<file path="config.mk">
export PLATFORM = sky130hd
export DESIGN_NAME = spi_bclk_gen
export DESIGN_NICKNAME = d
export VERILOG_FILES = /design/src/rtl/spi_bclk_pkg.sv /design/src/rtl/spi_bclk_prescale.sv /design/src/rtl/spi_bclk_pow2.sv /design/src/rtl/spi_bclk_phase.sv /design/src/rtl/spi_bclk_gen.sv
export SDC_FILE = /design/constraint.sdc
export NUM_CORES = 1
export LEC_CHECK = 0
export ABC_AREA = 1
export BUFFER_PORTS_ARGS = -buffer_cell sky130_fd_sc_hd__buf_2
export CORE_MARGIN = 4
export CORE_UTILIZATION = 55
export DETAILED_ROUTE_END_ITERATION = 8
export PLACE_DENSITY = 0.77
export SYNTH_ARGS = -nofsm -noshare
export SYNTH_HDL_FRONTEND = slang
export SYNTH_SLANG_ARGS = --single-unit
</file>
<file path="constraint.sdc">
create_clock -name clk_i -period 2.31 [get_ports clk_i]
set_input_delay 0.231 -clock clk_i [delete_from_list [all_inputs] [get_ports clk_i]]
set_output_delay 0.231 -clock clk_i [all_outputs]
set_load 0.1 [all_outputs]
</file>
<file path="src/rtl/spi_bclk_pkg.sv">
package spi_bclk_pkg;

   typedef enum logic [0:0] {
      LVL_IDLE   = 1'b0,
      LVL_ACTIVE = 1'b1
   } sclk_lvl_e;

   // capture strobe goes with the leading edge for phase 0, trailing for phase 1
   function automatic logic capture_on_edge(input logic leading, input logic cpha);
      return leading ^ cpha;
   endfunction

endpackage

</file>
<file path="src/rtl/spi_bclk_prescale.sv">
module spi_bclk_prescale #(
   parameter int PRE_W = 3
) (
   input  logic             clk_i,
   input  logic             rst_ni,
   input  logic             ce_i,
   input  logic             clr_i,
   input  logic             inc_i,
   input  logic [PRE_W-1:0] limit_i,
   output logic             term_o
);

   logic [PRE_W-1:0] cnt_q;

   assign term_o = (cnt_q == limit_i);

   always_ff @(posedge clk_i or negedge rst_ni) begin
      if (!rst_ni) begin
         cnt_q <= '0;
      end else if (ce_i) begin
         if (clr_i) begin
            cnt_q <= '0;
         end else if (inc_i) begin
            cnt_q <= term_o ? '0 : cnt_q + PRE_W'(1);
         end
      end
   end

endmodule

</file>
<file path="src/rtl/spi_bclk_pow2.sv">
module spi_bclk_pow2 #(
   parameter int SEL_W = 3
) (
   input  logic             clk_i,
   input  logic             rst_ni,
   input  logic             ce_i,
   input  logic             clr_i,
   input  logic             inc_i,
   input  logic [SEL_W-1:0] sel_i,
   output logic             term_o
);

   localparam int STG_W = (1 << SEL_W) - 1;

   logic [STG_W-1:0] cnt_q;
   logic [STG_W-1:0] mask;

   // low S bits set: terminal value of a 2^S stage
   for (genvar i = 0; i < STG_W; i++) begin : g_mask
      assign mask[i] = (32'(sel_i) > i);
   end

   assign term_o = (cnt_q == mask);

   always_ff @(posedge clk_i or negedge rst_ni) begin
      if (!rst_ni) begin
         cnt_q <= '0;
      end else if (ce_i) begin
         if (clr_i) begin
            cnt_q <= '0;
         end else if (inc_i) begin
            cnt_q <= term_o ? '0 : cnt_q + STG_W'(1);
         end
      end
   end

endmodule

</file>
<file path="src/rtl/spi_bclk_phase.sv">
module spi_bclk_phase
   import spi_bclk_pkg::*;
(
   input  logic clk_i,
   input  logic rst_ni,
   input  logic ce_i,
   input  logic tick_i,
   input  logic cpol_i,
   input  logic cpha_i,
   output logic active_o,
   output logic sclk_o,
   output logic drive_o,
   output logic sample_o
);

   sclk_lvl_e lvl_q;
   logic      drv_q;
   logic      smp_q;
   logic      leading;
   logic      cap;

   assign leading  = (lvl_q == LVL_IDLE);
   assign cap      = capture_on_edge(leading, cpha_i);
   assign active_o = (lvl_q == LVL_ACTIVE);

   always_ff @(posedge clk_i or negedge rst_ni) begin
      if (!rst_ni) begin
         lvl_q <= LVL_IDLE;
         drv_q <= 1'b0;
         smp_q <= 1'b0;
      end else if (ce_i) begin
         drv_q <= tick_i & ~cap;
         smp_q <= tick_i & cap;
         if (tick_i) begin
            lvl_q <= leading ? LVL_ACTIVE : LVL_IDLE;
         end
      end
   end

   assign sclk_o   = active_o ^ cpol_i;
   // a held strobe is only shown in an enabled cycle
   assign drive_o  = drv_q & ce_i;
   assign sample_o = smp_q & ce_i;

endmodule

</file>
<file path="src/rtl/spi_bclk_gen.sv">
module spi_bclk_gen #(
   parameter int PRE_W = 3,
   parameter int SEL_W = 3
) (
   input  logic                   clk_i,
   input  logic                   rst_ni,
   input  logic                   clk_en_i,
   input  logic                   run_i,
   input  logic                   cpol_i,
   input  logic                   cpha_i,
   input  logic [PRE_W+SEL_W-1:0] baud_i,
   output logic                   sclk_o,
   output logic                   drive_o,
   output logic                   sample_o
);

   localparam int BAUD_W = PRE_W + SEL_W;
   localparam int CFG_W  = BAUD_W + 2;

   if (PRE_W < 1 || PRE_W > 8) begin : g_bad_pre
      $error("spi_bclk_gen: PRE_W out of range");
   end
   if (SEL_W < 1 || SEL_W > 4) begin : g_bad_sel
      $error("spi_bclk_gen: SEL_W out of range");
   end

   // captured configuration: {prescale, power, cpol, cpha}
   logic [CFG_W-1:0] cfg_q;
   logic [PRE_W-1:0] pre_q;
   logic [SEL_W-1:0] sel_q;
   logic             cpol_q;
   logic             cpha_q;

   assign {pre_q, sel_q, cpol_q, cpha_q} = cfg_q;

   logic act_q;
   logic lvl_active;
   logic pre_term;
   logic pow_term;
   logic stop_now;
   logic tick;
   logic end_xfer;
   logic clr;

   assign stop_now = act_q & ~lvl_active & ~run_i;
   assign tick     = act_q & pre_term & pow_term & ~stop_now;
   assign end_xfer = tick & lvl_active & ~run_i;
   assign clr      = ~act_q | stop_now;

   always_ff @(posedge clk_i or negedge rst_ni) begin
      if (!rst_ni) begin
         cfg_q <= '0;
         act_q <= 1'b0;
      end else if (clk_en_i) begin
         if (!act_q) begin
            cfg_q <= {baud_i, cpol_i, cpha_i};
            act_q <= run_i;
         end else if (stop_now || end_xfer) begin
            act_q <= 1'b0;
         end
      end
   end

   spi_bclk_prescale #(.PRE_W(PRE_W)) u_pre (
      .clk_i   (clk_i),
      .rst_ni  (rst_ni),
      .ce_i    (clk_en_i),
      .clr_i   (clr),
      .inc_i   (act_q),
      .limit_i (pre_q),
      .term_o  (pre_term)
   );

   spi_bclk_pow2 #(.SEL_W(SEL_W)) u_pow (
      .clk_i  (clk_i),
      .rst_ni (rst_ni),
      .ce_i   (clk_en_i),
      .clr_i  (clr),
      .inc_i  (act_q & pre_term),
      .sel_i  (sel_q),
      .term_o (pow_term)
   );

   spi_bclk_phase u_phase (
      .clk_i    (clk_i),
      .rst_ni   (rst_ni),
      .ce_i     (clk_en_i),
      .tick_i   (tick),
      .cpol_i   (cpol_q),
      .cpha_i   (cpha_q),
      .active_o (lvl_active),
      .sclk_o   (sclk_o),
      .drive_o  (drive_o),
      .sample_o (sample_o)
   );

endmodule

</file>
### Yosys cells after proc, flatten, opt, wreduce, memory -nomap -nowiden

Cells that the tools add are included.

* reductions and logical operators: 7
* muxes and demuxes: 9
* bitwise gates (word level): 19
* magnitude comparators: 7
* add/subtract/negate cells: 2
* eq/ne operators: 2

Operators with widths (count)
* $mux W7: 3
* $and A1 B1 Y1: 11
* $gt A3 B3 Y1 const B: 3
* $mux W3: 3
* $reduce_and A2 Y1: 4
* $add A7 B1 Y7 const B: 1
* $eq A7 B7 Y1: 1
* $gt A3 B1 Y1 const B: 2
* $gt A3 B2 Y1 const B: 2
* $not A1 Y1: 5
* $reduce_bool A2 Y1: 2
* $add A3 B1 Y3 const B: 1
* $eq A3 B3 Y1: 1
* $mux W1: 3
* $xor A1 B1 Y1: 2
* $logic_or A1 B1 Y1: 1
* $or A1 B1 Y1: 1

* bits of input ports: 12
* output and inout port bits: 3
* word-level logic and storage cells: 53
* register bits: 22

### Longest topological paths before layout

* depth in word-level cells: 10
* depth in mapped cells: 12
* mapped depth without buffers: 11

### Modules after synthesis

A second synthesis with hierarchy kept.

* cells, all modules: 187
* area total of the unflattened synthesis: 1453.9 um2

By module, submodules not included
* spi_bclk_pow2: area each 635.6 um2, sequential area each 175.2 um2, cells each 81, times used 1
* spi_bclk_gen: area each 417.9 um2, sequential area each 225.2 um2, cells each 50, times used 1
* spi_bclk_prescale: area each 231.5 um2, sequential area each 75.1 um2, cells each 32, times used 1
* spi_bclk_phase: area each 168.9 um2, sequential area each 75.1 um2, cells each 24, times used 1

### Worst setup path after synthesis

No wires, ideal clock.

* path kind: reg-to-output
* start: reg u_phase.lvl_q (netlist: u_phase.active_o)
* end: out sclk_o
* buffers on the path: 1
* stages on the path, launching flop included: 3
* arrival: 1919 ps
* data required time: 2079 ps
* path slack: 160 ps
* path through: dfrtp_1 -> buf_6 -> xor2_1

* longest elaborated chain between the ends: 1

RTL lines
* start, declared: RTL line spi_bclk_phase.sv:16 `sclk_lvl_e lvl_q;`
* start signal, assigned: RTL line spi_bclk_phase.sv:35 `lvl_q <= leading ? LVL_ACTIVE : LVL_IDLE;`
* $xor A1 B1 Y1: RTL line spi_bclk_phase.sv:40 `assign sclk_o = active_o ^ cpol_i;`
* end, declared: RTL line spi_bclk_gen.sv:12 `output logic sclk_o,`

No other way between the ends.

### Worst setup path in the final report

Ends and elaborated chain as after synthesis.

==> flow_metrics.tcl <==
set metrics [dict create \
    outcome "finished clean" \
    grt_pass1_vias 1026 \
    fmax_mhz 587.9 \
    ys_seq_area_frac 0.4048 \
    cp-start-kind "flop" \
    cts_tree "built" \
    syn_avg_cell_area_sq_um 8.096 \
    yosysMostFrequentCell "nand2_1" \
    finalClockSkew_ns 0.003485 \
    syn_area_sq_um 1360 \
    htreeDepth 1 \
    critPathCaptureType "primary output" \
    portBuffers 14 \
    max-slew-margin-rel 0.6661 \
    diodes 0 \
    drv_slew 0 \
    power.share.sequential 0.449 \
    clk_path_buf_depth 2 \
    drc 0 \
    track_usage 0.1692 \
    die_h_um 57.73 \
    hpwl_mm 1.899 \
    p_leak_nw 0.7857 \
    finalSetupTns_ns 0 \
    ctsResizeCount 0 \
    pin_count 15 \
    nets 198 \
    setup_viol 0 \
    finalHoldViolCount 0 \
    drive_gt1_frac 0.2131 \
    via_count 1086 \
    ys_ff_latch 22 \
    antenna_left 0 \
    antenna_found_initial 0 \
    p_clk_frac 0.268 \
    pre_cts_ws_ns 0.8231 \
    cts_buffers 3 \
    yosys.cell_types.count 28 \
    p_comb_frac 0.283 \
    p_sw_frac 0.3449 \
    async_flop_share 1.000 \
    fin_crit_sh 0.7363 \
    hold_path_class "input port to flop" \
    drtIter0Drc 27 \
    synth_edf_count 0 \
    wl_mm 2.545 \
    area.growth.synth_to_final_pct 10.30 \
    initial_core_util 0.5976 \
    vias_per_cell 5.147 \
    routabilityCongestion 0.8304 \
    cp_data_arrival_time_ns 1.47 \
    peakVddDrop_mv 0.5261 \
    die_w_um 57.73 \
    criticalPathCategory "flop to primary output" \
    worst_pin_slew_ns 0.5009 \
    synthTopCellsByCount "nand2_1, dfrtp_1, inv_1" \
    p_int_w 0.0007319 \
    core_sq_um 2276 \
    cts_setup_buffers 0 \
    clock_sinks 22 \
    path_clk_slew_ns 0.13 \
    cts.hold.buffers_added 1 \
    cts_root_buf "clkbuf_4" \
    die-area_sq_um 3332 \
    overflow 0 \
    maxCapViolCount 0 \
    clk_latency_ns 0.31 \
    dominantRegCellSynth "dfrtp_1" \
    yosys.area.top_type "dfrtp_1" \
    drtPass1Iterations 4 \
    path_max_fanout 6 \
    finalCriticalPeriod_ns 1.701 \
    worst_slack_ns 0.6090 \
    cp.required_ns 2.08 \
    synth_top_cells_by_area "dfrtp_1, nand2_1, nand3_1" \
    grt_max_degree 23 \
    syn_nets 182 \
    rows 17 \
    synthCells 168 \
    synth_top_area_share 0.4048 \
    wl_per_cell_um 12.06 \
    rsz0062_at_grt "no" \
    p_per_area_nw_per_um2 744.7 \
    yosysWarnings 0 \
    p_sw_w 0.0003853 \
    grt_pass1_wl_mm 4.471 \
]
## cell type report
cell class	instances	area, sq um
clock buffers	3	22.52
clock inverters	1	30.03
fillers	187	775.7
inverters	25	93.84
multi-input cells	117	688.2
flip-flops and latches	22	550.5
well taps	28	35.03
repair buffers	15	80.08
## per-stage QoR
stage / util / std cells / power, W / hold WS, ns / area (sq um)
2_1_floorplan: - / 168 / 0.0007533 / -0.06459 / 1360
3_3_place_gp: 0.6317 / 206 / 0.0008053 / 0.2210 / 1438
3_5_place_dp: 0.6317 / 206 / 0.0008196 / 0.2256 / 1438
4_1_cts: 0.6592 / 211 / 0.001122 / 0.1320 / 1500
5_1_grt: 0.6592 / 211 / 0.001191 / 0.1167 / 1500
6_report: 0.6592 / 211 / 0.001117 / 0.1375 / 1500
## routing by layer
| metal | global-route usage | up-vias | wire length [um] | share of wire |
|---|---|---|---|---|
| met5 | 0 | - | 0 | 0 |
| met4 | 0.05629 | 0 | 27 | 0.011 |
| met3 | 0.03341 | 4 | 126 | 0.050 |
| met2 | 0.2726 | 32 | 1182 | 0.46 |
| met1 | 0.2278 | 490 | 1209 | 0.48 |
| li1 | - | 560 | - | - |
## cells in the final DEF, fill, tap and decap left out
master / synthesis / layout
clkbuf_4: 0 / 3
ha_1: 2 / 2
nand2_1: 42 / 42
nand4_2: 1 / 1
inv_1: 21 / 21
o21ai_2: 2 / 2
nand3_1: 16 / 16
xnor2_1: 4 / 4
dfrtp_1: 22 / 22
nand4_1: 4 / 4
o21ai_1: 5 / 5
nor3_4: 1 / 1
nor2_4: 3 / 3
a32o_1: 1 / 1
dlygate4sd3_1: 0 / 1
mux2_2: 5 / 5
xor2_1: 7 / 7
nor2_1: 12 / 12
o21ai_0: 2 / 2
nor2_2: 1 / 1
bufinv_16: 0 / 1
a21oi_1: 4 / 4
clkinv_1: 1 / 1
nand2_2: 2 / 2
buf_2: 1 / 14
a21oi_4: 1 / 1
nand2_4: 2 / 2
inv_2: 3 / 3
## state kept, by name (all words and copies together), names as in the netlist
signal and flops:
cfg_q 8, act_q 1, u_phase.active_o 1, u_phase.smp_q 1, u_pre.cnt_q 3, u_pow.cnt_q 7, u_phase.drv_q 1
## cells by family (layout without fill, tap and decap cells)
family / count (synthesis) / in the layout / synth area share
AOI/OAI and AO/OA: 15 / 15 / 0.07268
xor gates and xnor gates: 11 / 11 / 0.07084
adders and majority gates: 2 / 2 / 0.01840
buffers and inverters: 29 / 44 / 0.08923
DFF: 22 / 22 / 0.4048
muxes: 5 / 5 / 0.04140
and+or+nand+nor: 84 / 84 / 0.3027
## path summary, 6_finish.rpt
path,end,slack [ns],cells past startpoint,start
min in group asynchronous,u_pow.cnt_q[4],0.40,2,rst_ni
max in group asynchronous,cfg_q[3],1.58,2,rst_ni
worst max-delay path,sclk_o,0.61,2,u_phase.active_o
worst max register to register,u_pow.cnt_q[5],0.80,6,u_phase.active_o
worst min-delay path,cfg_q[5],0.14,2,baud_i[3]
worst min register to register,u_phase.smp_q,0.50,2,u_phase.smp_q
## power by group through the flow
stage	Combinational, W	Clock (W)	Sequential (W)
detailed placement	0.000311	0	0.000508
finish	0.000316	0.000299	0.000502
floorplan	0.000265	0	0.000488
global placement	0.000302	0	0.000503
global route	0.000358	0.000324	0.000510
CTS	0.000319	0.000303	0.000500
## critical path, cell delays in order (launching register included)
cell     delay (ns)
dfrtp_1        0.54
xor2_1         0.18
buf_2          0.44
Power figures use the tool's default switching activity.
